**config.mk**
```make
export PLATFORM = sky130hd
export DESIGN_NAME = mul_timed
export DESIGN_NICKNAME = d
export VERILOG_FILES = /design/src/rtl/mul_pkg.sv /design/src/rtl/mul_lat_calc.sv /design/src/rtl/mul_prod_unit.sv /design/src/rtl/mul_seq_ctl.sv /design/src/rtl/mul_timed.sv
export SDC_FILE = /design/constraint.sdc
export NUM_CORES = 1
export LEC_CHECK = 0
export CELL_PAD_IN_SITES_DETAIL_PLACEMENT = 1
export CELL_PAD_IN_SITES_GLOBAL_PLACEMENT = 2
export CORE_UTILIZATION = 44
export CTS_CLUSTER_DIAMETER = 30
export CTS_CLUSTER_SIZE = 25
export DETAILED_ROUTE_END_ITERATION = 8
export GPL_TIMING_DRIVEN = 0
export MAX_ROUTING_LAYER = met4
export PLACE_DENSITY_LB_ADDON = 0.3
export SLEW_MARGIN = 20
export SYNTH_ARGS = -nofsm -noshare
export SYNTH_HDL_FRONTEND = slang
export SYNTH_SLANG_ARGS = --single-unit
```
**constraint.sdc**
```tcl
create_clock -name clk -period 10.4 [get_ports clk]
set_input_delay 1.04 -clock clk [delete_from_list [all_inputs] [get_ports clk]]
set_output_delay 1.04 -clock clk [all_outputs]
set_load 0.01 [all_outputs]
```
**src/rtl/mul_pkg.sv**
```systemverilog
package mul_pkg;
  typedef enum logic {MODE_UNS = 1'b0, MODE_SGN = 1'b1} mul_mode_e;
endpackage

```
**src/rtl/mul_lat_calc.sv**
```systemverilog
module mul_lat_calc #(
  parameter int W    = 16,
  parameter int BASE = 38,
  parameter int STEP = 2,
  localparam int LMAX = BASE + STEP * W,
  localparam int LW   = $clog2(LMAX + 1)
) (
  input  logic          signed_mode,
  input  logic [W-1:0]  src,
  output logic [LW-1:0] lat
);
  localparam int CW = $clog2(W + 1);

  logic [W-1:0] mark;
  logic [CW-1:0] n;

  // bit 0 compares against the appended zero
  assign mark[0] = src[0];
  for (genvar i = 1; i < W; i++) begin : g_mark
    assign mark[i] = signed_mode ? (src[i] ^ src[i-1]) : src[i];
  end

  always_comb begin
    n = '0;
    for (int i = 0; i < W; i++) n = n + CW'(mark[i]);
  end

  assign lat = LW'(BASE) + LW'(STEP) * LW'(n);

  always_comb begin
    AST_LAT_RANGE: assert (lat >= LW'(BASE) && lat <= LW'(LMAX));
  end
endmodule

```
**src/rtl/mul_prod_unit.sv**
```systemverilog
module mul_prod_unit #(
  parameter int W = 16,
  localparam int PW = 2 * W
) (
  input  logic          clk,
  input  logic          rst,
  input  logic          load,
  input  logic          signed_mode,
  input  logic [W-1:0]  a,
  input  logic [W-1:0]  b,
  output logic [PW-1:0] prod_q
);
  logic [PW-1:0] ua, ub, sa, sb, p_u, p_s;

  assign ua  = {{W{1'b0}}, a};
  assign ub  = {{W{1'b0}}, b};
  assign sa  = {{W{a[W-1]}}, a};
  assign sb  = {{W{b[W-1]}}, b};
  assign p_u = ua * ub;
  assign p_s = sa * sb;

  always_ff @(posedge clk) begin
    if (rst)       prod_q <= '0;
    else if (load) prod_q <= signed_mode ? p_s : p_u;
  end
endmodule

```
**src/rtl/mul_seq_ctl.sv**
```systemverilog
module mul_seq_ctl #(
  parameter int LW = 7
) (
  input  logic          clk,
  input  logic          rst,
  input  logic          start,
  input  logic [LW-1:0] lat,
  output logic          load,
  output logic          fin,
  output logic          busy,
  output logic          done
);
  logic [LW-1:0] cnt;

  assign load = start && !busy;
  assign fin  = busy && (cnt == LW'(1));

  always_ff @(posedge clk) begin
    if (rst) begin
      cnt  <= '0;
      busy <= 1'b0;
      done <= 1'b0;
    end else begin
      done <= fin;
      if (load) begin
        cnt  <= lat;
        busy <= 1'b1;
      end else if (busy) begin
        cnt <= cnt - LW'(1);
        if (fin) busy <= 1'b0;
      end
    end
  end

  AST_BUSY_DONE_EXCL: assert property (@(posedge clk) disable iff (rst) !(busy && done));
  AST_DONE_PULSE: assert property (@(posedge clk) disable iff (rst) done |=> !done);
  AST_LOAD_IDLE: assert property (@(posedge clk) disable iff (rst) (start && busy) |=> busy || done);
endmodule

```
**src/rtl/mul_timed.sv**
```systemverilog
module mul_timed #(
  parameter int W    = 16,
  parameter int BASE = 38,
  parameter int STEP = 2,
  localparam int PW   = 2 * W,
  localparam int LMAX = BASE + STEP * W,
  localparam int LW   = $clog2(LMAX + 1)
) (
  input  logic          clk,
  input  logic          rst,
  input  logic          start,
  input  logic          mode_signed,
  input  logic [W-1:0]  src_op,
  input  logic [W-1:0]  oth_op,
  output logic          busy,
  output logic          done,
  output logic [PW-1:0] product
);
  import mul_pkg::*;

  mul_mode_e     mode;
  logic [LW-1:0] lat;
  logic          load, fin;
  logic [PW-1:0] prod_q;

  assign mode = mul_mode_e'(mode_signed);

  mul_lat_calc #(.W(W), .BASE(BASE), .STEP(STEP)) u_lat (
    .signed_mode(mode == MODE_SGN), .src(src_op), .lat(lat)
  );

  mul_prod_unit #(.W(W)) u_prod (
    .clk(clk), .rst(rst), .load(load), .signed_mode(mode == MODE_SGN),
    .a(src_op), .b(oth_op), .prod_q(prod_q)
  );

  mul_seq_ctl #(.LW(LW)) u_seq (
    .clk(clk), .rst(rst), .start(start), .lat(lat),
    .load(load), .fin(fin), .busy(busy), .done(done)
  );

  always_ff @(posedge clk) begin
    if (rst)      product <= '0;
    else if (fin) product <= prod_q;
  end

  AST_PRODUCT_HOLD: assert property (@(posedge clk) disable iff (rst) !done |-> $stable(product));
  AST_START_IGNORED: assert property (@(posedge clk) disable iff (rst) (start && busy) |=> $stable(prod_q));
endmodule

```
==> results.md <==
- Status: complete, no violations
- Slew margin rel.: 0.3597
- YS warnings: 0
- RSZ-0062 raised after global routing: false
- Worst Slack Setup Final: 1731 ps
- Initial antenna violation count: 1
- FF+latch count, synth: 73
- Die Span Y: 204.6 um
- Row Count: 73
- Average cell area after synthesis: 8.742 sq um
- Mapped Nets: 2637
- Total Nets Final: 2701
- TNS Setup: 0 ps
- Final hold violations: 0
- Skew final: 9.485 ps
- # DRC: 0
- Largest net degree at the start of global routing: 13
- Drt pass-1 iters: 4
- Detailed Route WL: 56060 um
- Mapped Cells: 2065
- Fmax: 0.1154 GHz
- CTS Sinks: 73
- Antenna-violating nets left: 0
- Actual slew at the worst max-slew pin: 960.4 ps
- Slew Limit Fails: 0
- Layout cells sized above 1: 0.01265
- Total Routing Usage GR: 0.2969
- CP Capture Type: register
- Asr flop ratio synth: 0
- Hold Path Class: reg2reg
- Core area: 0.04010 sq mm
- CTS tree: done
- CP startpoint kind: primary input
- Fillers: 4746
- Initial Util: 0.4502
- Die X: 204.6 um
- CTS Buf Count: 9
- Vias in the first global route: 16590
- Area grow syn2layout: 8.401%
- CTS root buffer: clkbuf_16
- Max Cap Violations: 0
- RePlAce Congestion: 0.9003
- Yosys cell types: 58
- Final Cycle Share: 0.8335
- Sequential-to-total area share from yosys stat: 0.08095
- EDFF count, synth: 0
- Via Count: 14190
- Per-cell routed wire length: 21.07 um
- DP HPWL: 48480 um
- Clk Latency, worst-skew pair: 340 ps
- Cts hold-fix bufs: 0
- I/O Buffers: 53
- Finish-stage setup viols: 0
- Initial DRC Count: 606
- Synth Flop Type: dfxtp_1
- Setup WS pre-CTS: 1531 ps
- Total setup buffers inserted after CTS: 0
- CP arrival: 8900 ps
- Final min period: 8669 ps
- First-pass GRT wire length: 90940 um
- CTS H-tree lvls: 3
- Max Fanout on Critical Path: 11
- DR vias/cell: 5.334
- I/O pin count: 70
- Syn Std Cell Area: 0.01805 sq mm
- Cts repair resizes: 0
- Die area: 0.04184 sq mm
- Clock slew at reported path FFs: 60 ps
- Worst Path Class, Setup: in2reg
- GRT overflow: 0
- Max Root-Sink Buffers: 2
- Req. time, crit path: 10630 ps
[worst max-delay path, cell delays in order]
cell and delay (ps):
clkbuf_1 600, clkbuf_1 690, nand2_1 170, fa_1 550, fa_1 540, inv_1 50, fa_1 510, inv_1 60
fa_1 610, inv_1 80, fa_1 480, inv_1 50, fa_1 540, inv_1 60, ha_1 360, a21oi_2 170
o221ai_1 130, a21oi_1 320, a211oi_1 180, a211oi_1 620, o311ai_1 300, a31o_1 300, a21o_1 180, a221o_1 290
[metal layers]
layer  share of wire  GRT usage  up-vias
met4           0.028    0.07783        0
met5               0          -        -
met2            0.54     0.5438      260
met3           0.036    0.03325       80
li1                -          -     6396
met1            0.40     0.3415     7453
[cell usage in the layout, fill, tap and decap left out, types with 4 or more instances in the layout]
| cell type | count |
|---|---|
| mux2i_1 | 8 |
| dfxtp_1 | 73 |
| fa_1 | 376 |
| nand2b_1 | 9 |
| o21bai_1 | 5 |
| clkbuf_16 | 9 |
| o22ai_1 | 6 |
| or3_1 | 7 |
| o21a_1 | 9 |
| clkdlybuf4s50_1 | 53 |
| clkbuf_1 | 77 |
| o211ai_1 | 8 |
| o31ai_1 | 5 |
| xor2_1 | 29 |
| inv_1 | 484 |
| o31a_1 | 4 |
| nand4_1 | 4 |
| a21o_1 | 26 |
| o21ai_1 | 4 |
| a311oi_1 | 4 |
| nand3_1 | 14 |
| a211oi_1 | 23 |
| a21oi_1 | 90 |
| nor2_1 | 81 |
| a31oi_1 | 13 |
| o21ai_0 | 35 |
| and2_1 | 121 |
| nor3_1 | 23 |
| nor4_1 | 5 |
| clkbuf_8 | 4 |
| xnor2_1 | 47 |
| nand2_1 | 266 |
| nor2b_1 | 6 |
| ha_1 | 160 |
[path summary, 6_finish.rpt]
kind                      from                 to  slack [ps]  cells past startpoint
hold reg to reg     product[4]         product[4]         450                      2
setup / recovery    src_op[11]  u_prod.prod_q[31]        1730                     24
setup reg to reg  u_seq.cnt[2]        product[19]        7750                      6
hold / removal      product[4]         product[4]         450                      2
[flip-flops by register name (all words and copies together) (netlist names)]
signal and cells:
product 32, u_prod.prod_q 32, u_seq.busy 1, u_seq.cnt 7, u_seq.done 1
[Yosys cell counts (9+ instances only)]
cell | n | share of area
and2_1 | 121 | 0.042
clkbuf_1 | 77 | 0.016
xnor2_1 | 47 | 0.023
a31oi_1 | 13 | 0.0045
nand3_1 | 14 | 0.0039
dfxtp_1 | 73 | 0.081
a21o_1 | 26 | 0.011
o21ai_0 | 35 | 0.0097
fa_1 | 376 | 0.42
xor2_1 | 29 | 0.014
inv_1 | 484 | 0.10
o21a_1 | 9 | 0.0037
nand2_1 | 266 | 0.055
ha_1 | 160 | 0.11
a211oi_1 | 23 | 0.0096
nor3_1 | 23 | 0.0064
a21oi_1 | 90 | 0.025
nor2_1 | 81 | 0.017
nand2b_1 | 9 | 0.0031
[area by class of cell]
type | count | area [sq um] | area share
repair buffers | 53 | 530.5 | 0.02711
diodes | 1 | 2.502 | 0.0001279
plain buffers | 80 | 300.3 | 0.01535
multi-input cells | 1428 | 14470 | 0.7396
clock buffers | 13 | 280.3 | 0.01432
inverters | 484 | 1817 | 0.09284
flip-flops and latches | 73 | 1461 | 0.07468
clock inverters | 3 | 46.29 | 0.002366
well taps | 525 | 656.9 | 0.03357
[cell families (layout without fill, tap and decap cells)]
kind of cell	after synthesis	after routing	synth area share
XOR/XNOR	76	76	0.03687
adder cells (fa/ha/maj)	536	536	0.5279
AO/OA/AOI/OAI	255	255	0.09066
multiplexers	8	8	0.004436
AND/OR/NAND/NOR	553	553	0.1419
buffers and inverters	564	633	0.1173
flip-flops	73	73	0.08095
other	0	1	0
[metrics by stage]
stage | hold slack, ps | utilization | cell area [sq um] | instances
2_1_floorplan | 432.1 | - | 18050 | 2065
3_3_place_gp | 443.6 | 0.4798 | 19240 | 2643
3_5_place_dp | 447.0 | 0.4798 | 19240 | 2643
4_1_cts | 456.4 | 0.4880 | 19570 | 2659
5_1_grt | 479.7 | 0.4880 | 19570 | 2659
6_report | 453.2 | 0.4880 | 19570 | 2660
Power is left out: the tool's default activity adds up to more than one toggle a clock period on the data nets, which glitch-free logic cannot reach.
